### src/rtl/ptp_tod_pkg.sv
package ptp_tod_pkg;

   localparam int FRAC_W = 24;
   localparam int ADJ_MAG_W = 30;
   localparam int ADJ_SIGN_BIT = 31;

   typedef enum logic [2:0] {
      TOD_NS      = 3'd0,
      TOD_SEC_LO  = 3'd1,
      TOD_SEC_HI  = 3'd2,
      TOD_INC_INT = 3'd3,
      TOD_INC_FRC = 3'd4,
      TOD_ADJUST  = 3'd5
   } tod_reg_e;

   function automatic logic [31:0] frac_to_word(logic [FRAC_W-1:0] f);
      return {f[7:0], 8'h00, f[23:8]};
   endfunction

   function automatic logic [FRAC_W-1:0] word_to_frac(logic [31:0] w);
      return {w[15:0], w[31:24]};
   endfunction

endpackage

### src/rtl/ptp_tod_regfile.sv
module ptp_tod_regfile
   import ptp_tod_pkg::*;
#(
   parameter int SEC_HI_W = 16,
   parameter int NS_INT_W = 8,
   parameter bit FRAC_EN  = 1'b1,
   localparam int SEC_W   = 32 + SEC_HI_W
) (
   input  logic                 clk,
   input  logic                 rst_n,
   input  logic                 wr_en,
   input  logic [2:0]           wr_addr,
   input  logic [31:0]          wr_data,
   output logic                 ld_ns,
   output logic                 ld_sec,
   output logic                 ld_adj,
   output logic [SEC_W-1:0]     sec_commit,
   output logic [NS_INT_W-1:0]  act_int,
   output logic [FRAC_W-1:0]    act_frac
);

   tod_reg_e            sel;
   logic [SEC_HI_W-1:0] pend_hi;
   logic                wr_int;

   assign sel        = tod_reg_e'(wr_addr);
   assign ld_ns      = wr_en && (sel == TOD_NS);
   assign ld_sec     = wr_en && (sel == TOD_SEC_LO);
   assign ld_adj     = wr_en && (sel == TOD_ADJUST);
   assign wr_int     = wr_en && (sel == TOD_INC_INT);
   assign sec_commit = {pend_hi, wr_data};

   always_ff @(posedge clk or negedge rst_n) begin
      if (!rst_n) begin
         pend_hi <= '0;
         act_int <= '0;
      end else begin
         if (wr_en && (sel == TOD_SEC_HI)) pend_hi <= wr_data[SEC_HI_W-1:0];
         if (wr_int)                       act_int <= wr_data[NS_INT_W-1:0];
      end
   end

   generate
      if (FRAC_EN) begin : g_frac
         logic [FRAC_W-1:0] shadow;
         always_ff @(posedge clk or negedge rst_n) begin
            if (!rst_n) begin
               shadow   <= '0;
               act_frac <= '0;
            end else begin
               if (wr_en && (sel == TOD_INC_FRC)) shadow <= word_to_frac(wr_data);
               if (wr_int)                        act_frac <= shadow;
            end
         end
      end else begin : g_nofrac
         assign act_frac = '0;
      end
   endgenerate

   // the active fraction moves only on an integer-increment write
   a_r5_frac_staged: assert property (@(posedge clk) disable iff (!rst_n)
      !wr_int |=> $stable(act_frac));

endmodule

### src/rtl/ptp_tod_step.sv
module ptp_tod_step
   import ptp_tod_pkg::*;
#(
   parameter int NS_INT_W = 8,
   parameter bit FRAC_EN  = 1'b1
) (
   input  logic                clk,
   input  logic                rst_n,
   input  logic [NS_INT_W-1:0] inc_int,
   input  logic [FRAC_W-1:0]   inc_frac,
   output logic [NS_INT_W:0]   step
);

   generate
      if (FRAC_EN) begin : g_acc
         logic [FRAC_W-1:0] acc;
         logic [FRAC_W:0]   acc_sum;
         assign acc_sum = {1'b0, acc} + {1'b0, inc_frac};
         assign step    = {1'b0, inc_int} + {{NS_INT_W{1'b0}}, acc_sum[FRAC_W]};
         always_ff @(posedge clk or negedge rst_n) begin
            if (!rst_n) acc <= '0;
            else        acc <= acc_sum[FRAC_W-1:0];
         end
      end else begin : g_int_only
         assign step = {1'b0, inc_int};
      end
   endgenerate

endmodule

### src/rtl/ptp_tod_time.sv
module ptp_tod_time
   import ptp_tod_pkg::*;
#(
   parameter int NS_WRAP  = 1_000_000_000,
   parameter int SEC_W    = 48,
   parameter int NS_INT_W = 8,
   localparam int NS_W    = $clog2(NS_WRAP),
   localparam int SUM_W   = NS_W + 2
) (
   input  logic                clk,
   input  logic                rst_n,
   input  logic                ld_ns,
   input  logic                ld_sec,
   input  logic                ld_adj,
   input  logic [31:0]         wr_data,
   input  logic [SEC_W-1:0]    sec_commit,
   input  logic [NS_INT_W:0]   step,
   output logic [NS_W-1:0]     ns,
   output logic [SEC_W-1:0]    sec,
   output logic                pps
);

   localparam logic [31:0]      WRAP32 = 32'(NS_WRAP);
   localparam logic [NS_W-1:0]  NS_MAX = NS_W'(NS_WRAP - 1);
   localparam logic [SUM_W-1:0] WRAP_S = SUM_W'(NS_WRAP);

   logic [NS_W-1:0]  ns_load, mag, ns_n;
   logic [SEC_W-1:0] sec_n;
   logic [SUM_W-1:0] delta, sum;
   logic             carry_up, borrow;

   assign ns_load = (wr_data >= WRAP32) ? NS_MAX : wr_data[NS_W-1:0];
   assign mag     = ({2'b00, wr_data[ADJ_MAG_W-1:0]} >= WRAP32) ? NS_MAX
                    : wr_data[NS_W-1:0];

   always_comb begin
      if (ld_adj) begin
         delta = wr_data[ADJ_SIGN_BIT] ? (~{2'b00, mag} + SUM_W'(1)) : {2'b00, mag};
      end else begin
         delta = SUM_W'(step);
      end
      sum      = {2'b00, ns} + delta;
      carry_up = 1'b0;
      borrow   = 1'b0;
      ns_n     = ns;
      sec_n    = sec;
      if (ld_ns) begin
         ns_n = ns_load;
      end else if (ld_sec) begin
         sec_n = sec_commit;
      end else if (sum[SUM_W-1]) begin
         ns_n   = NS_W'(sum + WRAP_S);
         sec_n  = sec - SEC_W'(1);
         borrow = 1'b1;
      end else if (sum >= WRAP_S) begin
         ns_n     = NS_W'(sum - WRAP_S);
         sec_n    = sec + SEC_W'(1);
         carry_up = 1'b1;
      end else begin
         ns_n = sum[NS_W-1:0];
      end
   end

   always_ff @(posedge clk or negedge rst_n) begin
      if (!rst_n) begin
         ns  <= '0;
         sec <= '0;
         pps <= 1'b0;
      end else begin
         ns  <= ns_n;
         sec <= sec_n;
         pps <= carry_up;
      end
   end

   // nanoseconds stay inside one second
   a_r2_ns_range: assert property (@(posedge clk) disable iff (!rst_n)
      ns <= NS_MAX);

   // a pulse always comes with seconds one above the previous value
   a_r2_pps_step: assert property (@(posedge clk) disable iff (!rst_n)
      carry_up |=> pps && (sec == $past(sec) + SEC_W'(1)));

   // a borrow steps seconds down and raises no pulse
   a_r6_borrow: assert property (@(posedge clk) disable iff (!rst_n)
      borrow |=> !pps && (sec == $past(sec) - SEC_W'(1)));

endmodule

### src/rtl/ptp_tod_counter.sv
module ptp_tod_counter
   import ptp_tod_pkg::*;
#(
   parameter int NS_WRAP  = 1_000_000_000,
   parameter int SEC_HI_W = 16,
   parameter int NS_INT_W = 8,
   parameter bit FRAC_EN  = 1'b1,
   localparam int NS_W    = $clog2(NS_WRAP),
   localparam int SEC_W   = 32 + SEC_HI_W
) (
   input  logic             clk,
   input  logic             rst_n,
   input  logic             wr_en,
   input  logic [2:0]       wr_addr,
   input  logic [31:0]      wr_data,
   input  logic [2:0]       rd_addr,
   output logic [31:0]      rd_data,
   output logic [SEC_W-1:0] tod_sec,
   output logic [NS_W-1:0]  tod_ns,
   output logic             pps
);

   generate
      if (NS_WRAP < 2 || NS_WRAP > (1 << 30)) begin : g_bad_wrap
         $error("NS_WRAP out of range");
      end
      if (SEC_HI_W < 1 || SEC_HI_W > 32) begin : g_bad_sec
         $error("SEC_HI_W out of range");
      end
      if (NS_INT_W < 1 || NS_INT_W > 24 || (1 << NS_INT_W) > NS_WRAP) begin : g_bad_inc
         $error("NS_INT_W too wide for NS_WRAP");
      end
   endgenerate

   logic                ld_ns, ld_sec, ld_adj;
   logic [SEC_W-1:0]    sec_commit;
   logic [NS_INT_W-1:0] act_int;
   logic [FRAC_W-1:0]   act_frac;
   logic [NS_INT_W:0]   step;

   ptp_tod_regfile #(
      .SEC_HI_W (SEC_HI_W),
      .NS_INT_W (NS_INT_W),
      .FRAC_EN  (FRAC_EN)
   ) u_regs (
      .clk        (clk),
      .rst_n      (rst_n),
      .wr_en      (wr_en),
      .wr_addr    (wr_addr),
      .wr_data    (wr_data),
      .ld_ns      (ld_ns),
      .ld_sec     (ld_sec),
      .ld_adj     (ld_adj),
      .sec_commit (sec_commit),
      .act_int    (act_int),
      .act_frac   (act_frac)
   );

   ptp_tod_step #(
      .NS_INT_W (NS_INT_W),
      .FRAC_EN  (FRAC_EN)
   ) u_step (
      .clk      (clk),
      .rst_n    (rst_n),
      .inc_int  (act_int),
      .inc_frac (act_frac),
      .step     (step)
   );

   ptp_tod_time #(
      .NS_WRAP  (NS_WRAP),
      .SEC_W    (SEC_W),
      .NS_INT_W (NS_INT_W)
   ) u_time (
      .clk        (clk),
      .rst_n      (rst_n),
      .ld_ns      (ld_ns),
      .ld_sec     (ld_sec),
      .ld_adj     (ld_adj),
      .wr_data    (wr_data),
      .sec_commit (sec_commit),
      .step       (step),
      .ns         (tod_ns),
      .sec        (tod_sec),
      .pps        (pps)
   );

   always_comb begin
      case (tod_reg_e'(rd_addr))
         TOD_NS:      rd_data = 32'(tod_ns);
         TOD_SEC_LO:  rd_data = tod_sec[31:0];
         TOD_SEC_HI:  rd_data = 32'(tod_sec[SEC_W-1:32]);
         TOD_INC_INT: rd_data = 32'(act_int);
         TOD_INC_FRC: rd_data = frac_to_word(act_frac);
         default:     rd_data = 32'h0;
      endcase
   end

   // a seconds-high write alone moves seconds only by a normal carry
   a_r3_hi_pending: assert property (@(posedge clk) disable iff (!rst_n)
      (wr_en && wr_addr == 3'd2) |=> (tod_sec == $past(tod_sec)) || pps);

   // with both increments zero and no write, time is frozen
   a_r7_stopped: assert property (@(posedge clk) disable iff (!rst_n)
      (act_int == '0 && act_frac == '0 && !wr_en) |=> $stable(tod_ns) && $stable(tod_sec));

endmodule

### config.mk
export PLATFORM = sky130hd
export DESIGN_NAME = ptp_tod_counter
export DESIGN_NICKNAME = d
export VERILOG_FILES = /design/src/rtl/ptp_tod_pkg.sv /design/src/rtl/ptp_tod_regfile.sv /design/src/rtl/ptp_tod_step.sv /design/src/rtl/ptp_tod_time.sv /design/src/rtl/ptp_tod_counter.sv
export SDC_FILE = /design/constraint.sdc
export NUM_CORES = 1
export LEC_CHECK = 0
export BUFFER_PORTS_ARGS = -buffer_cell sky130_fd_sc_hd__buf_2
export CAP_MARGIN = 5
export CORE_MARGIN = 2
export CORE_UTILIZATION = 60
export DETAILED_ROUTE_END_ITERATION = 16
export PLACE_DENSITY = 0.91
export SETUP_SLACK_MARGIN = 0.1
export SYNTH_ARGS = -nofsm -noshare
export SYNTH_HDL_FRONTEND = slang
export SYNTH_HIERARCHICAL = 1
export SYNTH_SLANG_ARGS = --single-unit
export TNS_END_PERCENT = 30
### constraint.sdc
create_clock -name clk -period 14.25 [get_ports clk]
set_input_delay 2.1375 -clock clk [delete_from_list [all_inputs] [get_ports clk]]
set_output_delay 2.1375 -clock clk [all_outputs]
set_load 0.05 [all_outputs]
### Yosys cells after proc, flatten, opt, wreduce, memory -nomap -nowiden

Cells that the tools add are included.
W data, S select, Z words.

* eq/ne operators: 10
* magnitude comparators: 3
* muxes and demuxes: 16
* reduce and logical (&&, ||, !) cells: 10
* bitwise gates (word level): 2
* $add $sub $neg: 8

Operators with widths (number)
* $mux W30: 6
* $pmux W32 S5: 1
* $mux W48: 3
* $ge A32 B30 Y1 const B: 2
* $mux W32: 2
* $add A48 B1 Y48 const B: 1
* $sub A48 B1 Y48 const B: 1
* $add A30 B32 Y32: 1
* $add A32 B1 Y32 const B: 1
* $not A30 Y32: 1
* $add A30 B30 Y30 const B: 1
* $ge A30 B30 Y1 const B: 1
* $sub A30 B30 Y30 const B: 1
* $add A24 B24 Y25: 1
* $eq A3 B2 Y1 const B: 4
* $add A8 B1 Y9: 1
* $eq A3 B3 Y1 const B: 3
* $eq A3 B1 Y1 const B: 2
* $logic_and A1 B1 Y1: 6
* $logic_not A3 Y1: 2
* $mux W1: 4
* $reduce_bool A3 Y1: 1
* $ne A2 B2 Y1 const B: 1
* $reduce_and A2 Y1: 1
* $not A1 Y1: 1

* flip-flop bits (word level): 175
* input bits: 41
* output and inout port bits: 111

### Logic depth before layout (Yosys ltp)

* word-level depth: 12
* gate-level depth with buffers: 38
* depth with buffers taken out: 36

### Cells and area by module

The synthesis kept the hierarchy.

By module, submodules not included
* ptp_tod_time: seq. area each 1976.9 sq um, times used 1, cells an instance 1280, area an instance 9609.2 sq um
* ptp_tod_regfile: seq. area each 1801.7 sq um, times used 1, cells an instance 191, area an instance 3093.0 sq um
* ptp_tod_step: seq. area each 600.6 sq um, times used 1, cells an instance 222, area an instance 1979.4 sq um
* ptp_tod_counter: seq. area each 0.0 sq um, times used 1, cells an instance 123, area an instance 864.6 sq um

### Worst setup path before layout

Ideal clock, no wire load.

* path type: input to register
* from: input wr_data[0]
* to: register u_time.sec[47]
* setup time: 0.099 ns
* arrival: 10.357 ns
* data required time: 14.151 ns
* buffers on the path: 2
* setup slack: 3.794 ns
* stages: 34
* cell sequence: or3_1 > nand4b_1 > or2_2 > clkbuf_1 > nor3_1 > nand3b_1 > or3_1 > or4_1 > a21oi_1 > a31oi_1 > o21a_1 > ha_1 > a2111o_1 > a21o_1 > a31o_2 > a221o_1 > a2111oi_0 > nor2_1 > a211o_1 > inv_1 > buf_2 > ha_1 > a211oi_1 > o21ai_0 > a2bb2oi_1 > o31ai_1 > a21oi_1 > o21ai_0 > a221oi_1 > o21ai_0 > a21o_1 > xnor2_1 > o21a_1 > a311oi_1

* word-level cells in the longest chain between the ends: 10

RTL lines
* start: declaration: line ptp_tod_counter.sv:15 `input logic [31:0] wr_data,`
* $ge A30 B30 Y1: line ptp_tod_time.sv:33 `assign mag = ({2'b00, wr_data[ADJ_MAG_W-1:0]} >= WRAP32) ? NS_MAX`
* $mux W30 (*): line ptp_tod_time.sv:33
* $not A30 Y32: line ptp_tod_time.sv:38 `delta = wr_data[ADJ_SIGN_BIT] ? (~{2'b00, mag} + SUM_W'(1)) : {2'b00, mag};`
* $add A32 B1 Y32: line ptp_tod_time.sv:38
* $mux W32 (*): line ptp_tod_time.sv:38
* $mux W32 (*): line ptp_tod_time.sv:37 `if (ld_adj) begin`
* $add A30 B32 Y32 (*): line ptp_tod_time.sv:42 `sum = {2'b00, ns} + delta;`
* $ge A32 B30 Y1: line ptp_tod_time.sv:55 `end else if (sum >= WRAP_S) begin`
* $reduce_bool A3 Y1 (no line)
* $reduce_and A2 Y1 (no line)
* end signal: assignment: line ptp_tod_time.sv:71 `sec <= sec_n;`
* end: declaration: line ptp_tod_time.sv:19 `output logic [SEC_W-1:0] sec,`

Mark *: on every way between the ends. The rest lies on a longest branch, timed or not.
A chain may end at the register's enable or synchronous reset.

### Worst setup path after layout

* from: input wr_data[12]
* to: register u_time.sec[47]

The elaborated chain is that of the path after synthesis.

==> metrics.log <==
INFO  metric place.gp.congestion = 1.05
INFO  metric power_per_cell_area = 225 nW/um^2
INFO  metric dpl.cell_count = 2199
INFO  metric rsz0062_at_grt = false
INFO  metric max-cap-violations = 0
INFO  metric yosys.area.top_type = dfrtp_1
INFO  metric final_period_minus_worst_setup_slack = 12070 ps
INFO  metric syn_inst = 1816
INFO  metric hpwl = 40100 um
INFO  metric htree_levels = 4
INFO  metric num_io_pins = 152
INFO  metric avgRoutedWirePerCell = 24.8 um
INFO  metric crit_slowest_cell = o2111ai_2
INFO  metric worstPathRequired = 14590 ps
INFO  metric finalHoldViolCount = 0
INFO  metric track_usage = 0.401
INFO  metric post_synth_instance_area = 15500 sq um
INFO  metric die_width = 165 um
INFO  metric drt_drc_violations_left = 0
INFO  metric placeableCoreArea = 25300 sq um
INFO  metric timing.critical_path.arrival = 12410 ps
INFO  metric synth_edf_count = 0
INFO  metric crit_path_capture_type = flop
INFO  metric top_signal_layer_used = met5
INFO  metric drt_first_iter_violations = 2500
INFO  metric utilization = 0.664
INFO  metric leading_cell_type_in_the_layout_fill_and_taps_excluded = a21oi_1
INFO  metric timing.final.crit_share = 0.847
INFO  metric ctsResizeCount = 0
INFO  metric cts_made_buffers = 17
INFO  metric syn-mean-instance-area = 8.56 sq um
INFO  metric run_status = finished, final reports clean
INFO  metric leakagePower = 0.00766 uW
INFO  metric global_route_wire_length_before_repair = 82900 um
INFO  metric syn_nets = 1965
INFO  metric synth.area.top_cells = dfrtp_1 28%, ha_1 8.5%, a21oi_1 6.2%, mux2_2 4.6%, o21ai_0 4.5%
INFO  metric floorplan.initialDensity = 0.614
INFO  metric die_h = 165 um
INFO  metric fillCellCount = 2044
INFO  metric power = 3780 uW
INFO  metric row_count = 58
INFO  metric vdd_drop_max = 156 uV
INFO  metric routed-wl-met3 = 6640 um
INFO  metric worst_slew_margin_rel = 0.235
INFO  metric postSynth.asyncResetShare = 1.00
INFO  metric holdCritPathClass = reg -> reg
INFO  metric vias_per_cell = 7.05
INFO  metric layout.cells.most_common_list = 192 x a21oi_1, 175 x dfrtp_1, 150 x buf_2
INFO  metric insertion_delay = 460 ps
INFO  metric final-setup-viol-count = 0
INFO  metric drv_slew = 0
INFO  metric final_layout_size_suffix_gt1_frac = 0.178
INFO  metric post-cts-setup-buffers = 0
INFO  metric postRouteAntennaNets = 0
INFO  metric drt-met1-wl = 21700 um
INFO  metric r2r_end = u_time/sec[47]
INFO  metric netlist.area_leader.share = 0.282
INFO  metric overflow = 0
INFO  metric antenna_found_initial = 4
INFO  metric post_cts_hold_buffer_count = 0
INFO  metric total_die_area = 27200 sq um
INFO  metric min_to = u_step/g_acc.acc[0]
INFO  metric final.setup_skew = 22.9 ps
INFO  metric via_count = 15700
INFO  metric post_synth_num_cell_types = 92
INFO  metric setup_ws = 2180 ps
INFO  metric layout-area-overhead-vs-synth = 8.10%
INFO  metric synth.yosys.seq_area_share = 0.282
INFO  metric postRouteWirelength = 55300 um
INFO  metric fin_nets = 2037
INFO  metric number_of_input_and_output_port_buffers_inserted = 151
INFO  metric synth_warnings = 6
INFO  metric grt_start_max_net_pins = 107
INFO  metric met2_wire_length = 24300 um
INFO  metric maximum_fanout_along_the_worst_path = 34
INFO  metric clock_tree_from_tritoncts = done
INFO  metric yosys_most_used_dff = dfrtp_1
INFO  metric synth_seq_cells = 175
INFO  metric clock.fmax = 0.0829 GHz
INFO  metric first_global_vias = 14500
INFO  metric crit-reg2reg-launch = u_regs/act_frac[0]
INFO  metric clock_slew_at_reported_path_ffs = 80 ps
INFO  metric setup_total_negative_slack = 0 ps
INFO  metric critical_path.startpoint_type = input port
INFO  metric critical_path.max_stage_delay = 870 ps
INFO  metric path_class = in -> reg
INFO  metric reg2reg_setup_slack = 3640 ps
INFO  metric dr.pass1.iters = 6
INFO  metric cts-root-buf = clkbuf_16
INFO  metric hold_critical_path_depth = 1
INFO  metric path_common_cell = a21oi_1
INFO  metric antenna_cell_count = 0
INFO  metric stdcell_count = 2231
INFO  metric dp_worst_setup_slack = 2150 ps
INFO  metric launch_instance_of_the_worst_min_delay_path = u_step/g_acc.acc[0]
INFO  metric worst_slew_pin_slew = 1150 ps
INFO  metric clock_sinks = 175
INFO  metric clk_path_buf_depth = 2
INFO  metric timing.reg2reg.worst_path_depth = 35
==> where the power goes <==
part | internal [uW] | leakage (uW) | switching (uW)
registers | 693 | 0.00211 | 257
logic | 801 | 0.00525 | 1540
clock network | 240 | 0.000292 | 255
==> metrics by stage <==
stage	hold slack [ps]	instance area [sq um]
finish	478	16800
global route	488	16800
CTS	477	16800
detailed placement	460	16200
global placement	453	16200
floorplan	443	15500
==> state kept, by name, indices dropped and copies added, names as in the netlist <==
signal and cells:
u_regs/act_frac 24, u_regs/act_int 8, u_regs/g_frac.shadow 24, u_regs/pend_hi 16, u_step/g_acc.acc 24, u_time/ns 30, u_time/pps 1, u_time/sec 48
==> critical path: cells and delay by family <==
family          cells  cell delay [ps]
compound gates     25             7170
buf+inv             2              870
simple gates        5             1450
xor+xnor            1              130
fa+ha+maj           2              590
==> cell families (layout without fill, tap and decap cells) <==
kind of cell / Yosys count / after routing / synth area share
AOI/OAI and AO/OA: 649 / 649 / 0.270
xor gates and xnor gates: 104 / 104 / 0.0591
adders and majority gates: 108 / 108 / 0.0884
buffers and inverters: 146 / 231 / 0.0513
DFF: 175 / 175 / 0.282
muxes: 111 / 111 / 0.0865
and+or+nand+nor: 523 / 523 / 0.163
==> area by class of cell <==
cell class | instances | area, sq um | share of cell area
Multi-Input combinational cell | 1495 | 10400 | 0.619
Sequential cell | 175 | 4380 | 0.261
Timing Repair Buffer | 168 | 890 | 0.0529
Clock buffer | 17 | 425 | 0.0253
Tap cell | 330 | 413 | 0.0246
Clock inverter | 15 | 183 | 0.0109
Inverter | 31 | 116 | 0.00692
==> per-layer routing <==
| layer | up-vias | track usage |
|---|---|---|
| met4 | 2 | 0.179 |
| met3 | 194 | 0.109 |
| met2 | 1098 | 0.613 |
| met1 | 7565 | 0.532 |
| met5 | - | 0 |
| li1 | 6863 | - |
==> cells in the mapped netlist (all sizes together) (31+ instances only) <==
master / n
a21o: 43
nand2: 147
ha: 105
a21oi: 196
inv: 31
nor3: 35
nor2: 145
dfrtp: 175
xor2: 45
clkbuf: 50
buf: 65
o21a: 32
xnor2: 59
mux2: 94
o21ai: 152
nand3: 31
==> worst max-delay path by stage <==
stage	startpoint	to
after global placement	wr_data[10]	u_time/sec[47]
after CTS	wr_data[10]	u_time/sec[47]
after floorplan	wr_data[0]	u_time/sec[47]
after global routing	wr_data[9]	u_time/sec[47]
after detailed placement	wr_data[10]	u_time/sec[47]
final	wr_data[12]	u_time/sec[47]
No activity file was read; power rests on OpenSTA's default activity.
